==> src/rtl/lmsel_pkg.sv <==
package lmsel_pkg;
    localparam int unsigned ADDR_W     = 20;
    localparam int unsigned REG_W      = 16;
    localparam int unsigned OFFS_W     = 8;
    localparam int unsigned FORCE_ONES = 6;
    localparam int unsigned MODE_W     = 3;
    localparam int unsigned RB_LO      = 3;   // lowest bit of the read-as-one field
    localparam logic [OFFS_W-1:0] LIMIT_OFFS = 8'hA2;
endpackage

==> src/rtl/lmsel_regfile.sv <==
module lmsel_regfile
    import lmsel_pkg::*;
#(
    parameter int unsigned        P_REG_W  = REG_W,
    parameter int unsigned        P_OFFS_W = OFFS_W,
    parameter logic [P_OFFS_W-1:0] P_OFFS  = LIMIT_OFFS,
    parameter int unsigned        P_RB_LO  = RB_LO,
    parameter int unsigned        P_RB_HI  = FORCE_ONES - 1
) (
    input  logic                 clk,
    input  logic                 rst_n,
    input  logic                 wr_en,
    input  logic [P_OFFS_W-1:0]  wr_offset,
    input  logic [P_REG_W-1:0]   wr_data,
    output logic [P_REG_W-1:0]   limit_reg,
    output logic                 armed,
    output logic [P_REG_W-1:0]   rd_data
);
    localparam int unsigned RB_N = P_RB_HI - P_RB_LO + 1;
    localparam logic [P_REG_W-1:0] RB_MASK =
        P_REG_W'(((1 << RB_N) - 1) << P_RB_LO);

    typedef struct packed {
        logic [P_REG_W-1:0] limit;
        logic               armed;
    } state_t;

    state_t st_d, st_q;
    logic   hit_w;

    always_comb begin
        hit_w = wr_en && (wr_offset == P_OFFS);
        st_d  = st_q;
        if (hit_w) begin
            st_d.limit = wr_data;
            st_d.armed = 1'b1;
        end
    end

    always_ff @(posedge clk or negedge rst_n) begin
        if (!rst_n) st_q <= '0;
        else        st_q <= st_d;
    end

    assign limit_reg = st_q.limit;
    assign armed     = st_q.armed;
    assign rd_data   = st_q.limit | RB_MASK;

    assert_write_lands_R3: assert property (@(posedge clk) disable iff (!rst_n)
        (wr_en && wr_offset == P_OFFS) |=> (limit_reg == $past(wr_data)) && armed);

    assert_other_offs_R3: assert property (@(posedge clk) disable iff (!rst_n)
        !(wr_en && wr_offset == P_OFFS) |=> $stable(limit_reg) && $stable(armed));

    assert_arm_sticky_R8: assert property (@(posedge clk) disable iff (!rst_n)
        armed |=> armed);
endmodule

==> src/rtl/lmsel_compare.sv <==
module lmsel_compare
    import lmsel_pkg::*;
#(
    parameter int unsigned P_ADDR_W = ADDR_W,
    parameter int unsigned P_REG_W  = REG_W,
    parameter int unsigned P_ONES   = FORCE_ONES
) (
    input  logic                clk,
    input  logic                rst_n,
    input  logic [P_ADDR_W-1:0] addr,
    input  logic                addr_valid,
    input  logic                mem_cycle,
    input  logic                armed,
    input  logic [P_REG_W-1:0]  limit_reg,
    output logic                hit
);
    localparam int unsigned PAGE_SH = P_ADDR_W - P_REG_W;

    logic [P_REG_W-1:0]  top_page;
    logic [P_REG_W-1:0]  addr_page;
    logic [P_ADDR_W-1:0] top_addr;

    always_comb begin
        top_page  = {limit_reg[P_REG_W-1:P_ONES], {P_ONES{1'b1}}};
        addr_page = addr[P_ADDR_W-1:PAGE_SH];
        top_addr  = {top_page, {PAGE_SH{1'b1}}};
        hit       = armed && addr_valid && mem_cycle && (addr_page <= top_page);
    end

    assert_above_top_R4: assert property (@(posedge clk) disable iff (!rst_n)
        (addr > top_addr) |-> !hit);
endmodule

==> src/rtl/lmsel_top.sv <==
module lmsel_top
    import lmsel_pkg::*;
#(
    parameter int unsigned        P_ADDR_W = ADDR_W,
    parameter int unsigned        P_REG_W  = REG_W,
    parameter int unsigned        P_OFFS_W = OFFS_W,
    parameter int unsigned        P_MODE_W = MODE_W,
    parameter logic [P_OFFS_W-1:0] P_OFFS  = LIMIT_OFFS
) (
    input  logic                clk,
    input  logic                rst_n,
    input  logic                wr_en,
    input  logic [P_OFFS_W-1:0] wr_offset,
    input  logic [P_REG_W-1:0]  wr_data,
    output logic [P_REG_W-1:0]  rd_data,
    input  logic [P_ADDR_W-1:0] addr,
    input  logic                addr_valid,
    input  logic                mem_cycle,
    output logic                sel_n,
    output logic [P_MODE_W-1:0] rdy_mode
);
    logic [P_REG_W-1:0] limit_reg;
    logic               armed;
    logic               hit;

    lmsel_regfile #(
        .P_REG_W (P_REG_W),
        .P_OFFS_W(P_OFFS_W),
        .P_OFFS  (P_OFFS)
    ) u_regs (
        .clk      (clk),
        .rst_n    (rst_n),
        .wr_en    (wr_en),
        .wr_offset(wr_offset),
        .wr_data  (wr_data),
        .limit_reg(limit_reg),
        .armed    (armed),
        .rd_data  (rd_data)
    );

    lmsel_compare #(
        .P_ADDR_W(P_ADDR_W),
        .P_REG_W (P_REG_W)
    ) u_cmp (
        .clk       (clk),
        .rst_n     (rst_n),
        .addr      (addr),
        .addr_valid(addr_valid),
        .mem_cycle (mem_cycle),
        .armed     (armed),
        .limit_reg (limit_reg),
        .hit       (hit)
    );

    assign sel_n    = ~hit;
    assign rdy_mode = limit_reg[P_MODE_W-1:0];

    assert_idle_unarmed_R2: assert property (@(posedge clk) disable iff (!rst_n)
        !armed |-> sel_n);

    assert_no_io_sel_R5: assert property (@(posedge clk) disable iff (!rst_n)
        (!addr_valid || !mem_cycle) |-> sel_n);
endmodule

==> config.mk <==
export PLATFORM = sky130hd
export DESIGN_NAME = lmsel_top
export DESIGN_NICKNAME = d
export VERILOG_FILES = /design/src/rtl/lmsel_pkg.sv /design/src/rtl/lmsel_regfile.sv /design/src/rtl/lmsel_compare.sv /design/src/rtl/lmsel_top.sv
export SDC_FILE = /design/constraint.sdc
export NUM_CORES = 1
export LEC_CHECK = 0
export ABC_AREA = 1
export BUFFER_PORTS_ARGS = -buffer_cell sky130_fd_sc_hd__clkbuf_2
export CAP_MARGIN = 20
export CORE_ASPECT_RATIO = 1.4
export CORE_MARGIN = 3
export CORE_UTILIZATION = 41
export CTS_CLUSTER_DIAMETER = 80
export DETAILED_ROUTE_END_ITERATION = 6
export GPL_TIMING_DRIVEN = 0
export PLACE_DENSITY = 0.88
export SETUP_SLACK_MARGIN = 0.2
export SYNTH_ARGS = -nofsm -noshare
export SYNTH_HDL_FRONTEND = slang
export SYNTH_SLANG_ARGS = --single-unit
==> constraint.sdc <==
create_clock -name clk -period 1.8 [get_ports clk]
set_clock_uncertainty 0.2 [all_clocks]
set_input_delay 0.45 -clock clk [delete_from_list [all_inputs] [get_ports clk]]
set_output_delay 0.45 -clock clk [all_outputs]
set_load 0.02 [all_outputs]
== Word level (Yosys, flattened, before mapping) ==
Index checks and enable logic that the tools add are counted.
Cells by class
  add/sub/neg operators: 0
  multipliers: 0
  div/mod/pow operators: 0
  magnitude comparators: 1
  equal/unequal tests: 1
  shifts and indexed selects: 0
  multiplexer cells: 0
  bitwise logic cells: 1
  reductions and logical operators: 4
Operator list (number)
  $le 16x16->1: 1
  $eq 8x8->1 const B: 1
  $logic_and 1x1->1: 4
  $not 1->1: 1
Word-level totals
  register bits: 17
  bits in latches: 0
  bits in writable memories: 0
  bits in read-only memories: 0
  output and inout bits: 20
  memories: 0

== Logic depth before layout (Yosys ltp) ==
  word-level depth: 4
  mapped depth: 10
  depth with buffers taken out: 10

== Modules after synthesis ==
A second synthesis with hierarchy kept.
Unflattened totals
  cell total of the unflattened synthesis: 150
  area, all modules: 1203.7 um2
By module, submodules not included
  lmsel_regfile: times used 1, cells an instance 99, area each 888.4 um2
  lmsel_compare: times used 1, cells an instance 50, area each 311.5 um2
  lmsel_top: times used 1, cells an instance 1, area each 3.8 um2

== Worst setup path after synthesis ==
Ideal clock, no wire load.
  path kind: register to output
  start point: reg u_regs.st_q (netlist bit u_regs.limit_reg[15])
  end point: out sel_n
  arrival time: 1.364 ns
  slack: -0.214 ns
  cell stages (with the launch flop): 9
  buffers on the path: 0
  path through: dfrtp_1 -> inv_1 -> ha_1 -> nand2_1 -> nor2_1 -> nand3_1 -> nand3_1 -> nand2_1 -> nand2_1
Between the ends
  longest elaborated chain between the ends: 3
Ends and longest elaborated chain
  start: declaration: RTL line lmsel_regfile.sv:28  | state_t st_d, st_q;
  start signal: assignment: RTL line lmsel_regfile.sv:42  | else st_q <= st_d;
  $le 16x16->1: RTL line lmsel_compare.sv:27  | hit = armed && addr_valid && mem_cycle && (addr_page <= top_page);
  $logic_and 1x1->1: RTL line lmsel_compare.sv:27
  $not 1->1: RTL line lmsel_top.sv:55  | assign sel_n = ~hit;
  end: declaration: RTL line lmsel_top.sv:19  | output logic sel_n,
Every way passes these cells.

== Worst setup path in the final report ==
Same ends and word-level chain as after synthesis.

==> run summary <==
Type of the tightest min-delay check = input port to register
Port Buffer Count = 58
Gate power share = 34.1%
Final hold vios = 0
Routed Wire Length = 2.713 mm
Initial Util = 44.94%
Power per cell area = 491.5 nW/um2
Rows = 20
N_diodes = 0
Layout cells sized above 1 = 68.50%
Max Fclk = 451.2 MHz
Placer Congestion = 0.7654
Largest net degree at the start of global routing = 15
Die ar. = 3110 um2
CTS tree = done
Number of global-route vias before repair = 1120
Period utilization = 123.1%
Outcome = finished, violations left
Worst setup EP type = primary output
Sw Ratio = 29.54%
Initial antenna violation count = 0
Failing checks = setup timing
Seq/Total Area, Yosys = 34.61%
ANT nets after route = 0
Grt ovf = 0
Startpoint types = register
Clock sink total = 14
Clock latency on the worst-skew pair = 0.28 ns
Period minus WS final = 2.217 ns
Max IR drop VDD = 0.5800 mV
Vias = 1053
Post-Route Setup TNS = -0.4165 ns
Net load switching power = 0.2540 mW
Overall Power = 0.8598 mW
FF+latch area = 360.3 um2
Max clock buf depth = 2
Layout area overhead = 72.81%
# fillers = 162
Pre-Repair DR Iteration Count = 4
Die height = 64.79 um
DP Wirelength = 1.853 mm
Max reg flops = 13
RSZ-0062 raised after global routing = true
Sequential Power Share = 39.8%
TritonCTS Buffers = 3
Post-DR wirelength/cell = 12.22 um
Global-route wire length before repair = 4.360 mm
Worst Setup Slack, final = -0.4165 ns
CTS root buf = clkbuf_4
Max capacitance violation total = 0
Chip width = 48.00 um
Drc violations = 0
Synth cell types = 16
Via-to-Cell Ratio = 4.743
Kind of critical path = register to primary output
Hold Slack = 0.1783 ns
Total GRT Usage = 19.27%
Max-slew violation count = 0
Mean area per synthesized cell = 8.163 um2
Setup violators final = 1
Clock share of power = 26.1%
Critical path fanouts, max = 2
Multi-input logic area = 624.3 um2
Starting DRT DRC Count = 13
Number of synthesized register bits = 14
Crit path DAT = 1.57 ns
Core Box Area = 2252 um2
CTS clk-pin slew, worst paths = 0.08 ns
Leak pwr = 0.9267 nW
# H-tree levels = 1
Fin nets = 260
Mapped Cells = 124
Data required time at the worst endpoint = 1.15 ns
Pint = 0.6058 mW
Synth warn = 0
Mapped cell area = 1012 um2
Total I/O pin count = 69
## cell families after synthesis
family,count (synthesis),share of synthesized area [%]
AO/OA/AOI/OAI,16,12.98
adder cells (fa/ha/maj),10,12.36
buffers and inverters,38,17.80
flip-flops,14,34.61
other,1,0.3705
AND/OR/NAND/NOR,45,21.88
## critical path: stages, from the launching register on
cell,delay [ns]
dfrtp_2,0.42
inv_2,0.07
ha_4,0.19
a21o_1,0.18
nor2_2,0.10
nand3_2,0.07
nand2_1,0.07
nand2_2,0.05
buf_8,0.12
## stage by stage
stage / instances / utilization, % / setup slack [ns] / area, um2
6_report: 222 / 77.67 / -0.4165 / 1749
5_1_grt: 222 / 77.67 / -0.5126 / 1749
4_1_cts: 218 / 74.28 / -0.4119 / 1673
3_5_place_dp: 206 / 60.06 / -0.3340 / 1353
3_3_place_gp: 206 / 60.06 / -0.3350 / 1353
2_1_floorplan: 126 / - / -0.08291 / 1035
## repair_timing
item | 4_1_cts | 5_1_grt
setup endpoints to repair | 4 | 11
setup buffers | 7 | 4
cloned | 0 | 0
hold buffers | 1 | 0
gates resized for setup | 48 | 17
pin swaps | 12 | 6
endpoints found under the hold margin | 14 | 0
## synth_stat cells, drive strengths merged
cell   instances  share of area (%)
dfrtp         14                 35
a21o           1               0.74
inv           30                 11
nand3          4                3.2
nor3           1                1.6
conb           1               0.37
o21ai         13                 11
nand4          2                1.2
a21oi          2               0.99
ha            10                 12
nand2         31                 13
nor2           7                2.6
buf            8                6.7
## path summary, 6_finish.rpt
path | from | end | slack [ns] | depth (start not counted)
worst min-delay path | wr_data[15] | u_regs.limit_reg[15] | 0.18 | 3
worst max-delay path | u_regs.limit_reg[15] | sel_n | -0.42 | 8
worst min register to register | u_regs.armed | u_regs.armed | 0.26 | 2
min in group asynchronous | rst_n | u_regs.limit_reg[2] | 0.41 | 2
worst max register to register | u_regs.limit_reg[12] | u_regs.limit_reg[12] | 0.74 | 4
max in group asynchronous | rst_n | u_regs.limit_reg[9] | 0.72 | 2
## final cells by class
class / instances / area share [%]
repair buffers: 70 / 29.11
multi-input cells: 74 / 35.69
clock buffers: 4 / 2.074
well taps: 22 / 1.574
flip-flops and latches: 14 / 20.60
plain buffers: 8 / 4.506
inverters: 30 / 6.438
## per-layer routing
metal	part of all wire (%)	up-vias	global-route usage, %
met5	0	-	0
met2	58	46	36.42
li1	-	520	-
met4	2.8	0	8.418
met1	32	479	18.67
met3	6.8	8	2.778
## power groups by stage
stage | clock (mW) | sequential [mW] | combinational (mW)
after global placement | 0 | 0.348 | 0.191
final | 0.224 | 0.343 | 0.293
after CTS | 0.224 | 0.341 | 0.264
after detailed placement | 0 | 0.349 | 0.196
after floorplan | 0 | 0.364 | 0.0967
after global routing | 0.242 | 0.345 | 0.324
## placed cells by master (no fill, tap or decap)
| cell type | n |
|---|---|
| nor2_1 | 4 |
| nand2_1 | 19 |
| clkbuf_4 | 3 |
| dlygate4sd3_1 | 1 |
| nor2_2 | 2 |
| dfrtp_1 | 6 |
| inv_1 | 23 |
| inv_2 | 7 |
| nor3_4 | 1 |
| nand3_1 | 1 |
| nand4_1 | 2 |
| nand3_2 | 2 |
| ha_1 | 3 |
| conb_1 | 3 |
| clkbuf_2 | 47 |
| buf_6 | 10 |
| nand2_4 | 1 |
| nand3_4 | 1 |
| clkbuf_8 | 3 |
| buf_4 | 9 |
| o21ai_2 | 13 |
| nand2_2 | 11 |
| a21o_1 | 1 |
| buf_8 | 9 |
| dfrtp_2 | 8 |
| ha_4 | 7 |
| nor2_4 | 1 |
| a21oi_2 | 2 |
Note: power is estimated with default switching activity, not from simulation.
